### config.mk
export PLATFORM = sky130hd
export DESIGN_NAME = prog_status_rep
export DESIGN_NICKNAME = d
export VERILOG_FILES = /design/src/rtl/prog_status_pkg.sv /design/src/rtl/psr_bus_capture.sv /design/src/rtl/psr_op_tracker.sv /design/src/rtl/psr_read_resp.sv /design/src/rtl/prog_status_rep.sv
export SDC_FILE = /design/constraint.sdc
export NUM_CORES = 1
export LEC_CHECK = 0
export CORE_MARGIN = 5
export CORE_UTILIZATION = 49
export DETAILED_ROUTE_END_ITERATION = 8
export PLACE_DENSITY = 0.85
export SETUP_SLACK_MARGIN = 0.05
export SLEW_MARGIN = 20
export SYNTH_ARGS = -nofsm -noshare
export SYNTH_HDL_FRONTEND = slang
export SYNTH_SLANG_ARGS = --single-unit
export TNS_END_PERCENT = 5
### constraint.sdc
create_clock -name clk -period 3.1 [get_ports clk]
set_input_delay 0.62 -clock clk [delete_from_list [all_inputs] [get_ports clk]]
set_output_delay 0.62 -clock clk [all_outputs]
set_load 0.01 [all_outputs]
### src/rtl/prog_status_pkg.sv
package prog_status_pkg;

  typedef enum logic [1:0] {
    PS_IDLE = 2'd0,
    PS_BUSY = 2'd1,
    PS_FAIL = 2'd2
  } ps_state_e;

  localparam int POLL_POS = 7;
  localparam int FLIP_POS = 6;
  localparam int TERR_POS = 5;

endpackage

### src/rtl/psr_bus_capture.sv
module psr_bus_capture #(
  parameter int ADDR_W = 8,
  parameter int DATA_W = 16
) (
  input  logic              clk,
  input  logic              rst_n,
  input  logic              ce_n,
  input  logic              we_n,
  input  logic [ADDR_W-1:0] bus_addr,
  input  logic [DATA_W-1:0] bus_wdata,
  output logic [ADDR_W-1:0] cap_addr,
  output logic [DATA_W-1:0] cap_data
);

  logic win, win_q;

  // a write window is open only while both strobes are low
  assign win = ~ce_n & ~we_n;

  always_ff @(posedge clk or negedge rst_n) begin
    if (!rst_n) begin
      win_q    <= 1'b0;
      cap_addr <= '0;
      cap_data <= '0;
    end else begin
      win_q <= win;
      if (win && !win_q) cap_addr <= bus_addr;
      if (!win && win_q) cap_data <= bus_wdata;
    end
  end

endmodule

### src/rtl/psr_op_tracker.sv
module psr_op_tracker
  import prog_status_pkg::*;
#(
  parameter int ADDR_W = 8,
  parameter int DATA_W = 16
) (
  input  logic              clk,
  input  logic              rst_n,
  input  logic              pgm_start,
  input  logic              pgm_done,
  input  logic              pgm_timeout,
  input  logic              clr_cmd,
  input  logic [ADDR_W-1:0] cap_addr,
  input  logic [DATA_W-1:0] cap_data,
  output ps_state_e         state,
  output logic [ADDR_W-1:0] tgt_addr,
  output logic [DATA_W-1:0] tgt_data,
  output logic              tgt_vld,
  output logic              start_fire
);

  assign start_fire = (state == PS_IDLE) && pgm_start;

  always_ff @(posedge clk or negedge rst_n) begin
    if (!rst_n) begin
      state    <= PS_IDLE;
      tgt_addr <= '0;
      tgt_data <= '0;
      tgt_vld  <= 1'b0;
    end else begin
      unique case (state)
        PS_IDLE: begin
          if (pgm_start) begin
            state    <= PS_BUSY;
            tgt_addr <= cap_addr;
            tgt_data <= cap_data;
            tgt_vld  <= 1'b1;
          end
        end
        PS_BUSY: begin
          if (pgm_timeout) begin
            state <= PS_FAIL;
          end else if (pgm_done) begin
            state    <= PS_IDLE;
            tgt_addr <= '0;
            tgt_data <= '0;
            tgt_vld  <= 1'b0;
          end
        end
        PS_FAIL: begin
          if (clr_cmd) begin
            state    <= PS_IDLE;
            tgt_addr <= '0;
            tgt_data <= '0;
            tgt_vld  <= 1'b0;
          end
        end
        default: state <= PS_IDLE;
      endcase
    end
  end

endmodule

### src/rtl/psr_read_resp.sv
module psr_read_resp
  import prog_status_pkg::*;
#(
  parameter int DATA_W = 16
) (
  input  logic              clk,
  input  logic              rst_n,
  input  ps_state_e         state,
  input  logic              poll_src,
  input  logic              start_fire,
  input  logic              rd_valid,
  output logic              rd_ready,
  input  logic [DATA_W-1:0] arr_rdata,
  output logic              rsp_valid,
  input  logic              rsp_ready,
  output logic [DATA_W-1:0] rsp_data
);

  logic              flip_q;
  logic              accept;
  logic [DATA_W-1:0] stat_word;

  assign rd_ready = ~rsp_valid | rsp_ready;
  assign accept   = rd_valid & rd_ready;

  always_comb begin
    stat_word           = '0;
    stat_word[POLL_POS] = ~poll_src;
    stat_word[FLIP_POS] = flip_q;
    stat_word[TERR_POS] = (state == PS_FAIL);
  end

  always_ff @(posedge clk or negedge rst_n) begin
    if (!rst_n) begin
      flip_q <= 1'b0;
    end else if (start_fire) begin
      flip_q <= 1'b0;
    end else if (accept && state != PS_IDLE) begin
      flip_q <= ~flip_q;
    end
  end

  always_ff @(posedge clk or negedge rst_n) begin
    if (!rst_n) begin
      rsp_valid <= 1'b0;
      rsp_data  <= '0;
    end else if (accept) begin
      rsp_valid <= 1'b1;
      rsp_data  <= (state == PS_IDLE) ? arr_rdata : stat_word;
    end else if (rsp_ready) begin
      rsp_valid <= 1'b0;
    end
  end

endmodule

### src/rtl/prog_status_rep.sv
module prog_status_rep
  import prog_status_pkg::*;
#(
  parameter int ADDR_W = 8,
  parameter int DATA_W = 16
) (
  input  logic              clk,
  input  logic              rst_n,
  input  logic              ce_n,
  input  logic              we_n,
  input  logic [ADDR_W-1:0] bus_addr,
  input  logic [DATA_W-1:0] bus_wdata,
  input  logic              pgm_start,
  input  logic              pgm_done,
  input  logic              pgm_timeout,
  input  logic              clr_cmd,
  output logic [ADDR_W-1:0] tgt_addr,
  output logic [DATA_W-1:0] tgt_data,
  output logic              tgt_vld,
  output logic              ready_o,
  input  logic              rd_valid,
  output logic              rd_ready,
  input  logic [DATA_W-1:0] arr_rdata,
  output logic              rsp_valid,
  input  logic              rsp_ready,
  output logic [DATA_W-1:0] rsp_data
);

  logic [ADDR_W-1:0] cap_addr;
  logic [DATA_W-1:0] cap_data;
  ps_state_e         op_state;
  logic              start_fire;

  psr_bus_capture #(.ADDR_W(ADDR_W), .DATA_W(DATA_W)) cap_i (
    .clk(clk), .rst_n(rst_n), .ce_n(ce_n), .we_n(we_n),
    .bus_addr(bus_addr), .bus_wdata(bus_wdata),
    .cap_addr(cap_addr), .cap_data(cap_data)
  );

  psr_op_tracker #(.ADDR_W(ADDR_W), .DATA_W(DATA_W)) trk_i (
    .clk(clk), .rst_n(rst_n),
    .pgm_start(pgm_start), .pgm_done(pgm_done),
    .pgm_timeout(pgm_timeout), .clr_cmd(clr_cmd),
    .cap_addr(cap_addr), .cap_data(cap_data),
    .state(op_state), .tgt_addr(tgt_addr), .tgt_data(tgt_data),
    .tgt_vld(tgt_vld), .start_fire(start_fire)
  );

  psr_read_resp #(.DATA_W(DATA_W)) rsp_i (
    .clk(clk), .rst_n(rst_n), .state(op_state),
    .poll_src(tgt_data[POLL_POS]), .start_fire(start_fire),
    .rd_valid(rd_valid), .rd_ready(rd_ready), .arr_rdata(arr_rdata),
    .rsp_valid(rsp_valid), .rsp_ready(rsp_ready), .rsp_data(rsp_data)
  );

  assign ready_o = (op_state == PS_IDLE);

endmodule

## After elaboration in Yosys (flattened, before gate mapping)

Index checks and enable logic that the tools add are counted.

| cells by class | value |
|---|---|
| eq/ne operators | 7 |
| mux-type cells | 25 |
| bitwise gates (word level) | 8 |
| reductions and logical operators | 13 |

Operators with widths:

| kind | count |
|---|---|
| 2-to-1 mux 16 bit | 5 |
| case mux 16 bit (3 select lines) | 1 |
| 2-to-1 mux 8 bit | 4 |
| case mux 8 bit (3 select lines) | 1 |
| 2-to-1 mux 1 bit | 8 |
| 2-to-1 mux 2 bit | 4 |
| inequality test 2 bit (second input constant) | 4 |
| case mux 2 bit (3 select lines) | 1 |
| nonzero test 2 bit | 3 |
| inverter 1 bit | 5 |
| AND reduction 5 bit | 1 |
| logical AND 1 bit | 4 |
| inequality test 3 bit (second input constant) | 1 |
| case mux 1 bit (3 select lines) | 1 |
| AND reduction 3 bit | 1 |
| nonzero test 3 bit | 1 |
| AND 1 bit | 2 |
| equality test 2 x 1 -> 1 bit (second input constant) | 1 |
| equality test 2 bit (second input constant) | 1 |
| zero test 1 bit | 2 |
| zero test 2 bit | 1 |
| OR 1 bit | 1 |

| word-level totals | value |
|---|---|
| bits in registers | 70 |
| input bits | 50 |
| logic and storage cells | 63 |

## Depth between registers and ports, before layout

Gate-level depths: netlist (run 1).

| logic depth | value |
|---|---|
| depth in word-level cells | 6 |
| mapped depth | 7 |
| gate-level depth less buffers | 5 |

## Modules after synthesis

A second synthesis (run 1) with hierarchy kept.

| second synthesis, totals | value |
|---|---|
| cell total of the unflattened synthesis | 220 |
| area, all modules | 2996.6 µm² |

Modules (own cells, without submodules):

| module | instances | cells each | area each (µm²) |
|---|---|---|---|
| psr_op_tracker | 1 | 82 | 1166.1 |
| psr_bus_capture | 1 | 53 | 980.9 |
| psr_read_resp | 1 | 84 | 845.8 |
| prog_status_rep | 1 | 1 | 3.8 |

## Worst setup path before layout (run 1)

No wires, ideal clock.

| timing path | value |
|---|---|
| path type | input to output |
| from | input port rsp_ready |
| to | output port rd_ready |
| data arrival time | 1.214 ns |
| setup slack | 1.266 ns |
| stages on the path | 3 |
| cells stage by stage | nand2b_1 clkbuf_1 buf_2 |

| between the ends | value |
|---|---|
| longest elaborated chain between the ends | 1 |

Ends and longest elaborated chain:

| item | RTL line | RTL |
|---|---|---|
| from (decl) | prog_status_rep.sv:25 | `input logic rsp_ready,` |
| OR 1 bit | psr_read_resp.sv:23 | `assign rd_ready = ~rsp_valid \| rsp_ready;` |
| to (decl) | prog_status_rep.sv:22 | `output logic rd_ready,` |

Every way passes these cells.

## Worst setup path in the final report (run 1)

| timing path | value |
|---|---|
| from | register trk_i.state[1] |
| to | output port ready_o |

| between the ends | value |
|---|---|
| longest elaborated chain between the ends | 1 |

Ends and longest elaborated chain:

| item | RTL line | RTL |
|---|---|---|
| from (decl) | psr_op_tracker.sv:15 | `output ps_state_e state,` |
| from (signal assigned) | psr_op_tracker.sv:26 | `state <= PS_IDLE;` |
| from (signal assigned) | psr_op_tracker.sv:34 | `state <= PS_BUSY;` |
| from (signal assigned) | psr_op_tracker.sv:42 | `state <= PS_FAIL;` |
| zero test 2 bit | prog_status_rep.sv:56 | `assign ready_o = (op_state == PS_IDLE);` |
| to (decl) | prog_status_rep.sv:20 | `output logic ready_o,` |

Every way passes these cells.

==> results of run 1 <==
worst reg2reg max path, cell delays in order (launching register included):
cell       delay [ns]
dfrtp_1          0.41
inv_1            0.12
ha_1             0.37
or3_4            0.20
o2111ai_2        0.34
buf_4            0.33
a32o_1           0.22
power by group:
group | total, mW | switching (mW) | internal, mW
sequential | 1.34 | 0.152 | 1.19
combinational | 1.43 | 0.678 | 0.752
clock | 0.754 | 0.339 | 0.415
total | 3.52 | 1.17 | 2.35
per-stage QoR:
step / hold slack, ns / util (%) / power [mW] / cell area (sq um) / setup slack, ns
after CTS: 0.320 / 72.5 / 3.55 / 4040 / 0.644
final: 0.310 / 72.5 / 3.52 / 4040 / 0.639
after floorplan: 0.324 / - / 2.16 / 2840 / 1.27
after global placement: 0.469 / 68.8 / 2.73 / 3830 / 0.766
after global routing: 0.365 / 72.5 / 3.73 / 4040 / 0.568
after detailed placement: 0.482 / 68.8 / 2.79 / 3830 / 0.747
how the worst max path moves through the flow:
stage	from	to	slack, ns
floorplan	rsp_ready	rd_ready	1.27
global placement	rsp_ready	rd_ready	0.77
detailed placement	rsp_ready	rsp_i.flip_q$_DFFE_PN0P_	0.75
CTS	trk_i.state[1]$_DFFE_PN0P_	ready_o	0.64
global route	trk_i.state[1]$_DFFE_PN0P_	ready_o	0.57
finish	trk_i.state[1]$_DFFE_PN0P_	ready_o	0.64
flip-flops by register name, summed over array words and instances (netlist names):
register	cells
trk_i.tgt_addr	8
trk_i.tgt_vld	1
cap_i.cap_data	16
cap_i.cap_addr	8
rsp_i.rsp_valid	1
trk_i.state	2
cap_i.win_q	1
rsp_i.rsp_data	16
trk_i.tgt_data	16
rsp_i.flip_q	1
area by class of cell:
type | instances | area, sq um | area share (%)
multi-input combinational | 110 | 932 | 23.1
tap | 72 | 90.1 | 2.23
clock inverter | 5 | 56.3 | 1.39
clock buffer | 11 | 151 | 3.75
sequential | 70 | 1750 | 43.4
timing repair buffer | 100 | 991 | 24.5
inverter | 18 | 67.6 | 1.67
cells by family after synthesis:
logic type	count (synthesis)	share of synthesized area, %
buf+inv	35	5.59
flops	70	61.6
fa+ha+maj	3	1.32
simple gates	29	6.43
compound gates	51	14.4
mux	27	10.7
layer usage:
| metal | up-vias | global-route usage (%) | part of all wire [%] |
|---|---|---|---|
| li1 | 983 | - | - |
| met2 | 65 | 32.4 | 53 |
| met3 | 14 | 4.13 | 5.3 |
| met4 | 0 | 9.93 | 2.8 |
| met1 | 1066 | 22.4 | 39 |
| met5 | - | 0 | 0 |
layout by cell type (no fill, tap or decap), types with 5 or more instances in the layout:
master,count
inv_1,17
dfrtp_1,70
o21ai_1,13
clkbuf_8,11
clkdlybuf4s50_1,92
a21oi_1,6
nand4_1,13
a32o_1,24
buf_4,6
mux2_1,26
nand2b_1,5
cell usage after synthesis, types with 3 or more instances:
cell / number
mux2_1: 26
clkbuf_1: 6
ha_1: 3
nor2_1: 3
buf_2: 7
dfrtp_1: 70
a21oi_1: 6
a32o_1: 24
inv_1: 17
nand2b_1: 5
nand4_1: 13
o21ai_1: 13
==> run_results.csv, run 1 <==
group,metric,value,unit
critical_path,reg2reg_setup_slack,1.01,ns
timing,slew_viol_final,0,
timing,final.setup.tns,0,ns
timing,max_slew_margin,55.3,%
critical_path,rr_worst_depth,6,
finish,drive_above_1_share,9.55,%
route,detail_route.wl_per_cell,17.4,um
critical_path,critPathCaptureType,"primary output",
cts,clock_tree_from_tritoncts,"yes",
timing,min_period_over_period,79.4,%
critical_path,crit_slowest_cell,"clkdlybuf4s50_1",
die,floorplan.initialDensity,51.0,%
cts,cts.repair.resized,0,
cts,cts_setup_buffers,0,
die,num_rows,27,
finish,synthToLayoutAreaGrowth,42.1,%
route,route.detailed.vias_per_inst,5.51,
place,placement.io_buffers,93,
grt,first_global_vias,2199,
synth,syn-instance-count,215,
place,dp_hpwl,4.78,mm
critical_path,timing.critical_path.buf_inv,2,
critical_path,crit_type,"reg -> out",
power,power.leakage,1.70,nW
finish,num-fill-cells,409,
synth,netlist-cell-type-count,31,
job,cap_viol_max_count,0,
critical_path,crit_arrival,1.84,ns
timing,setup_repair_after_global_routing_missed_its_margin,"no",
die,die_w,86.2,um
route,postRouteAntennaNets,0,
route,drcViolationCount,0,
cts,clock_tree.root_cell,"clkbuf_8",
cts,cts_buffers,9,
synth,postSynthAreaPerCell,13.2,sq um
die,design.portCount,94,
die,die-area,7420,sq um
synth,yosys.area.top_type,"dfrtp_1",
finish,n_antenna_cell,0,
finish,final_nets,362,
synth,mappedNetlistNets,268,
hold_path,hold_path_class,"in -> async",
synth,ys_warn_count,0,
cts,clkSlewWorstSetupHoldPaths,0.07,ns
critical_path,cp.depth,3,
die,fp.dieH,86.2,um
synth,leading_cell_types_by_total_area_after_synthesis,"dfrtp_1, mux2_1, a32o_1",
grt,grt_pass1_wl,10.8,mm
critical_path,worst_setup_path_start_kind,"flop",
grt,pin_count_of_the_biggest_net_entering_global_routing,43,
timing,skew,0.00696,ns
grt,grtUsageTotal,19.0,%
synth,synth.yosys.seq_area_share,61.6,%
place,placedCellCount,370,
finish,fin_cells,386,
synth,synth-edff-count,0,
synth,synth_largest_type_area_fraction,61.6,%
critical_path,timing.critical_path.required,2.48,ns
grt,grt_antenna_before_repair,0,
route,drt_first_pass_iters,4,
critical_path,critical-path-top-delay-family,"buffers and inverters",
route,vias,2128,
power,irDropWorstVdd,0.549,mV
cts,cts-hold-fix-buffers,0,
timing,post-route-min-period,2.46,ns
cts,clock-sinks,70,
cts,worstSkewPairLatency,0.34,ns
cts,cts_max_path_buffers,2,
synth,synth_ff_type,"dfrtp_1",
critical_path,timing.rr.start,"trk_i.state[1]$_DFFE_PN0P_",
run_status,run_status,"completed",
critical_path,reg2reg_to,"trk_i.tgt_data[1]$_DFFE_PN0P_",
synth,synth_async_sr_flop_share,100,%
synth,post_synth_instance_area,2840,sq um
timing,tightest_slew,0.670,ns
power,power_density,872,nW/um^2
timing,total_of_endpoints_with_negative_setup_slack_in_the_final_report,0,
die,floorplan.core_area,5570,sq um
critical_path,max_stage_delay,0.61,ns
route,route.final.wire_length,6.72,mm
grt,grt_overflow_total,0,
timing,timing.fmax,406,MHz
cts,htree_num_levels,3,
place,placer_congestion_estimate,0.738,
critical_path,crit_fanout,9,
critical_path,crit_chain,"inv_1 > ha_1 > clkdlybuf4s50_1",
timing,final-hold-violation-count,0,
synth,ys_seq_elements,70,
route,dr.first_iter.drc_count,133,
Power figures use the tool's default switching activity.
==> run 2: changes to the inputs <==
--- a/config.mk
+++ b/config.mk
@@ -6,9 +6,9 @@
 export NUM_CORES = 1
 export LEC_CHECK = 0
 export CORE_MARGIN = 5
-export CORE_UTILIZATION = 49
+export CORE_UTILIZATION = 41
 export DETAILED_ROUTE_END_ITERATION = 8
-export PLACE_DENSITY = 0.85
+export PLACE_DENSITY = 0.76
 export SETUP_SLACK_MARGIN = 0.05
 export SLEW_MARGIN = 20
 export SYNTH_ARGS = -nofsm -noshare
==> constraint.sdc (replaced) <==
create_clock -name clk -period 2.15 [get_ports clk]
set_input_delay 0.43 -clock clk [delete_from_list [all_inputs] [get_ports clk]]
set_output_delay 0.43 -clock clk [all_outputs]
set_load 0.01 [all_outputs]
==> run 2 against run 1 <==
Net effect:
- critical path depth stayed put
- core utilization is 12 points lower
- count of clock-buffer cells in the layout is 1 lower
- clock power is 38% higher
- worst setup slack worse by 0.48 ns
- worst hold slack worse by 0.25 ns
- first-iteration DRC count is 39% lower
- global-route usage is 2.9 points lower
- register-to-register slack worse by 0.67 ns
- combinational power is 51% higher
- sequential share of layout area is 0.70 points lower
- final cell count is 3.4% higher
- critical path type unchanged
- highest routed layer unchanged
==> run_results.csv, run 2 (synthesized netlist as in run 1, its figures left out) <==
group,metric,value,unit
run_status,run_status,"completed",
finish,drive_above_1_share,11.3,%
finish,mostFrequentLayoutCell,"clkdlybuf4s50_1",
critical_path,cp.depth,3,
timing,final-hold-violation-count,0,
route,drt_first_pass_iters,4,
critical_path,reg2reg_setup_slack,0.34,ns
critical_path,crit_path_start,"trk_i.state[1]$_DFFE_PN0P_",
power,share_comb_of_total_power,42.1,%
die,floorplan.core_area,6760,sq um
place,placement_setup_slack,0.134,ns
critical_path,max_stage_delay,0.53,ns
finish,synthToLayoutAreaGrowth,44.5,%
critical_path,critPathCaptureType,"primary output",
cts,clock_tree.root_cell,"clkbuf_8",
cts,htree_num_levels,3,
timing,setup_slack,0.163,ns
cts,clkSlewWorstSetupHoldPaths,0.07,ns
timing,tightest_slew,0.529,ns
die,die-area,8700,sq um
power,power_frac_clock,20.3,%
timing,min_period_over_period,92.4,%
critical_path,critical-path-top-delay-family,"buffers and inverters",
cts,clock_tree_from_tritoncts,"yes",
grt,grt_antenna_before_repair,0,
timing,slew_viol_final,0,
power,switchingPower,1.68,mW
timing,timing.fmax,503,MHz
timing,post-route-min-period,1.99,ns
timing,skew,0.00604,ns
grt,pin_count_of_the_biggest_net_entering_global_routing,43,
critical_path,rr_worst_depth,5,
cts,cts_buffers,9,
power,power_density,1250,nW/um^2
grt,grt_pass1_wl,10.9,mm
die,die_w,93.3,um
timing,total_of_endpoints_with_negative_setup_slack_in_the_final_report,0,
power,power.leakage,1.73,nW
critical_path,crit_type,"reg -> out",
grt,grtUsageTotal,16.1,%
die,fp.dieH,93.3,um
cts,cts-hold-fix-buffers,0,
critical_path,reg2reg_to,"trk_i.tgt_data[15]$_DFFE_PN0P_",
finish,top_regs,"cap_i.cap_data x16, rsp_i.rsp_data x16, trk_i.tgt_data x16",
finish,final_nets,367,
power,power.share.switching,32.8,%
cts,cts_max_path_buffers,2,
route,detail_route.wl_per_cell,16.7,um
power,p_int,3.44,mW
timing,max_slew_margin,64.7,%
hold_path,hold_path_class,"in -> async",
grt,first_global_vias,2178,
place,placement.io_buffers,93,
critical_path,timing.rr.start,"trk_i.state[1]$_DFFE_PN0P_",
place,placer_congestion_estimate,0.801,
grt,grt_overflow_total,0,
critical_path,crit_chain,"inv_1 > ha_4 > clkdlybuf4s50_1",
route,route.final.wire_length,6.65,mm
route,dr.first_iter.drc_count,81,
die,num_rows,30,
cts,clock-sinks,70,
finish,most-common-layout-cells,"clkdlybuf4s50_1, dfrtp_1, mux2_1, a32o_1, inv_1",
critical_path,worst_setup_path_start_kind,"flop",
power,seq_power_share,37.5,%
job,cap_viol_max_count,0,
cts,worstSkewPairLatency,0.34,ns
finish,n_antenna_cell,0,
power,irDropWorstVdd,0.631,mV
route,vias,2125,
timing,setup_repair_after_global_routing_missed_its_margin,"no",
route,postRouteAntennaNets,0,
critical_path,crit_path_end,"ready_o",
die,floorplan.initialDensity,42.1,%
critical_path,timing.critical_path.required,1.72,ns
route,drcViolationCount,0,
place,dp_hpwl,4.82,mm
timing,final.setup.tns,0,ns
critical_path,crit_arrival,1.56,ns
critical_path,timing.critical_path.buf_inv,2,
finish,final-seq-area,1750,sq um
die,design.portCount,94,
route,route.detailed.vias_per_inst,5.33,
critical_path,crit_fanout,4,
finish,num-fill-cells,561,
finish,multi_input_area,945,sq um
critical_path,crit_slowest_cell,"clkdlybuf4s50_1",
## run 2: timing repair
item,in CTS,in global routing
setup endpoints to repair,0,1
resized for setup,0,2
buffers inserted,0,0
## run 2: how the worst min path moves through the flow
stage,start,end,slack (ns),cells after the start
2_1_floorplan,rst_n,cap_i.cap_addr[0]$_DFFE_PN0P_,0.13,0
3_3_place_gp,rst_n,cap_i.cap_addr[0]$_DFFE_PN0P_,0.43,1
3_5_place_dp,rst_n,cap_i.cap_addr[0]$_DFFE_PN0P_,0.44,1
4_1_cts,rst_n,cap_i.cap_addr[7]$_DFFE_PN0P_,0.07,1
5_1_grt,rst_n,trk_i.tgt_addr[0]$_DFFE_PN0P_,0.10,1
6_report,rst_n,cap_i.cap_addr[1]$_DFFE_PN0P_,0.06,1
## run 2: area by class of cell
cell class	count	share of cell area, %
clock buffer	10	3.35
clock inverter	6	1.49
inverter	18	1.65
multi-input combinational	110	23.0
sequential	70	42.7
tap	80	2.44
timing repair buffer	105	25.4
## run 2: worst reg2reg max path, stage by stage, from the launching register on
cell and delay, ns:
dfrtp_1 0.36, inv_1 0.09, ha_1 0.21, or3_4 0.40, o211a_2 0.30, a32o_1 0.34
## run 2: power by group through the flow
| stage | Sequential (mW) | Combinational, mW | Clock, mW |
|---|---|---|---|
| after floorplan | 2.04 | 1.07 | 0 |
| after global placement | 1.94 | 2.09 | 0 |
| after detailed placement | 1.95 | 2.16 | 0 |
| after CTS | 1.93 | 2.16 | 1.06 |
| after global routing | 1.98 | 2.35 | 1.11 |
| final | 1.92 | 2.16 | 1.04 |
## run 2: stage by stage
stage	hold WS [ns]	std cells	power, mW	area (sq um)	util (%)
2_1_floorplan	0.134	215	3.11	2840	-
3_3_place_gp	0.431	383	4.04	3890	57.6
3_5_place_dp	0.436	383	4.10	3890	57.6
4_1_cts	0.0716	399	5.15	4090	60.6
5_1_grt	0.101	399	5.44	4110	60.8
6_report	0.0608	399	5.12	4110	60.8
## run 2: layer usage
metal  global-route usage (%)  part of all wire [%]
met1                     20.6                    43
met2                     25.3                    49
met5                        0                     0
met3                     4.26                   5.8
met4                     7.94                   2.5
==> run 3: changes to the inputs <==
--- a/config.mk
+++ b/config.mk
@@ -10,6 +10,7 @@
 export DETAILED_ROUTE_END_ITERATION = 8
 export PLACE_DENSITY = 0.76
 export SETUP_SLACK_MARGIN = 0.05
+export SKIP_LAST_GASP = 1
 export SLEW_MARGIN = 20
 export SYNTH_ARGS = -nofsm -noshare
 export SYNTH_HDL_FRONTEND = slang
==> results of run 3 <==
Same layout as run 2: the final DEF is identical, and so are final timing and power.
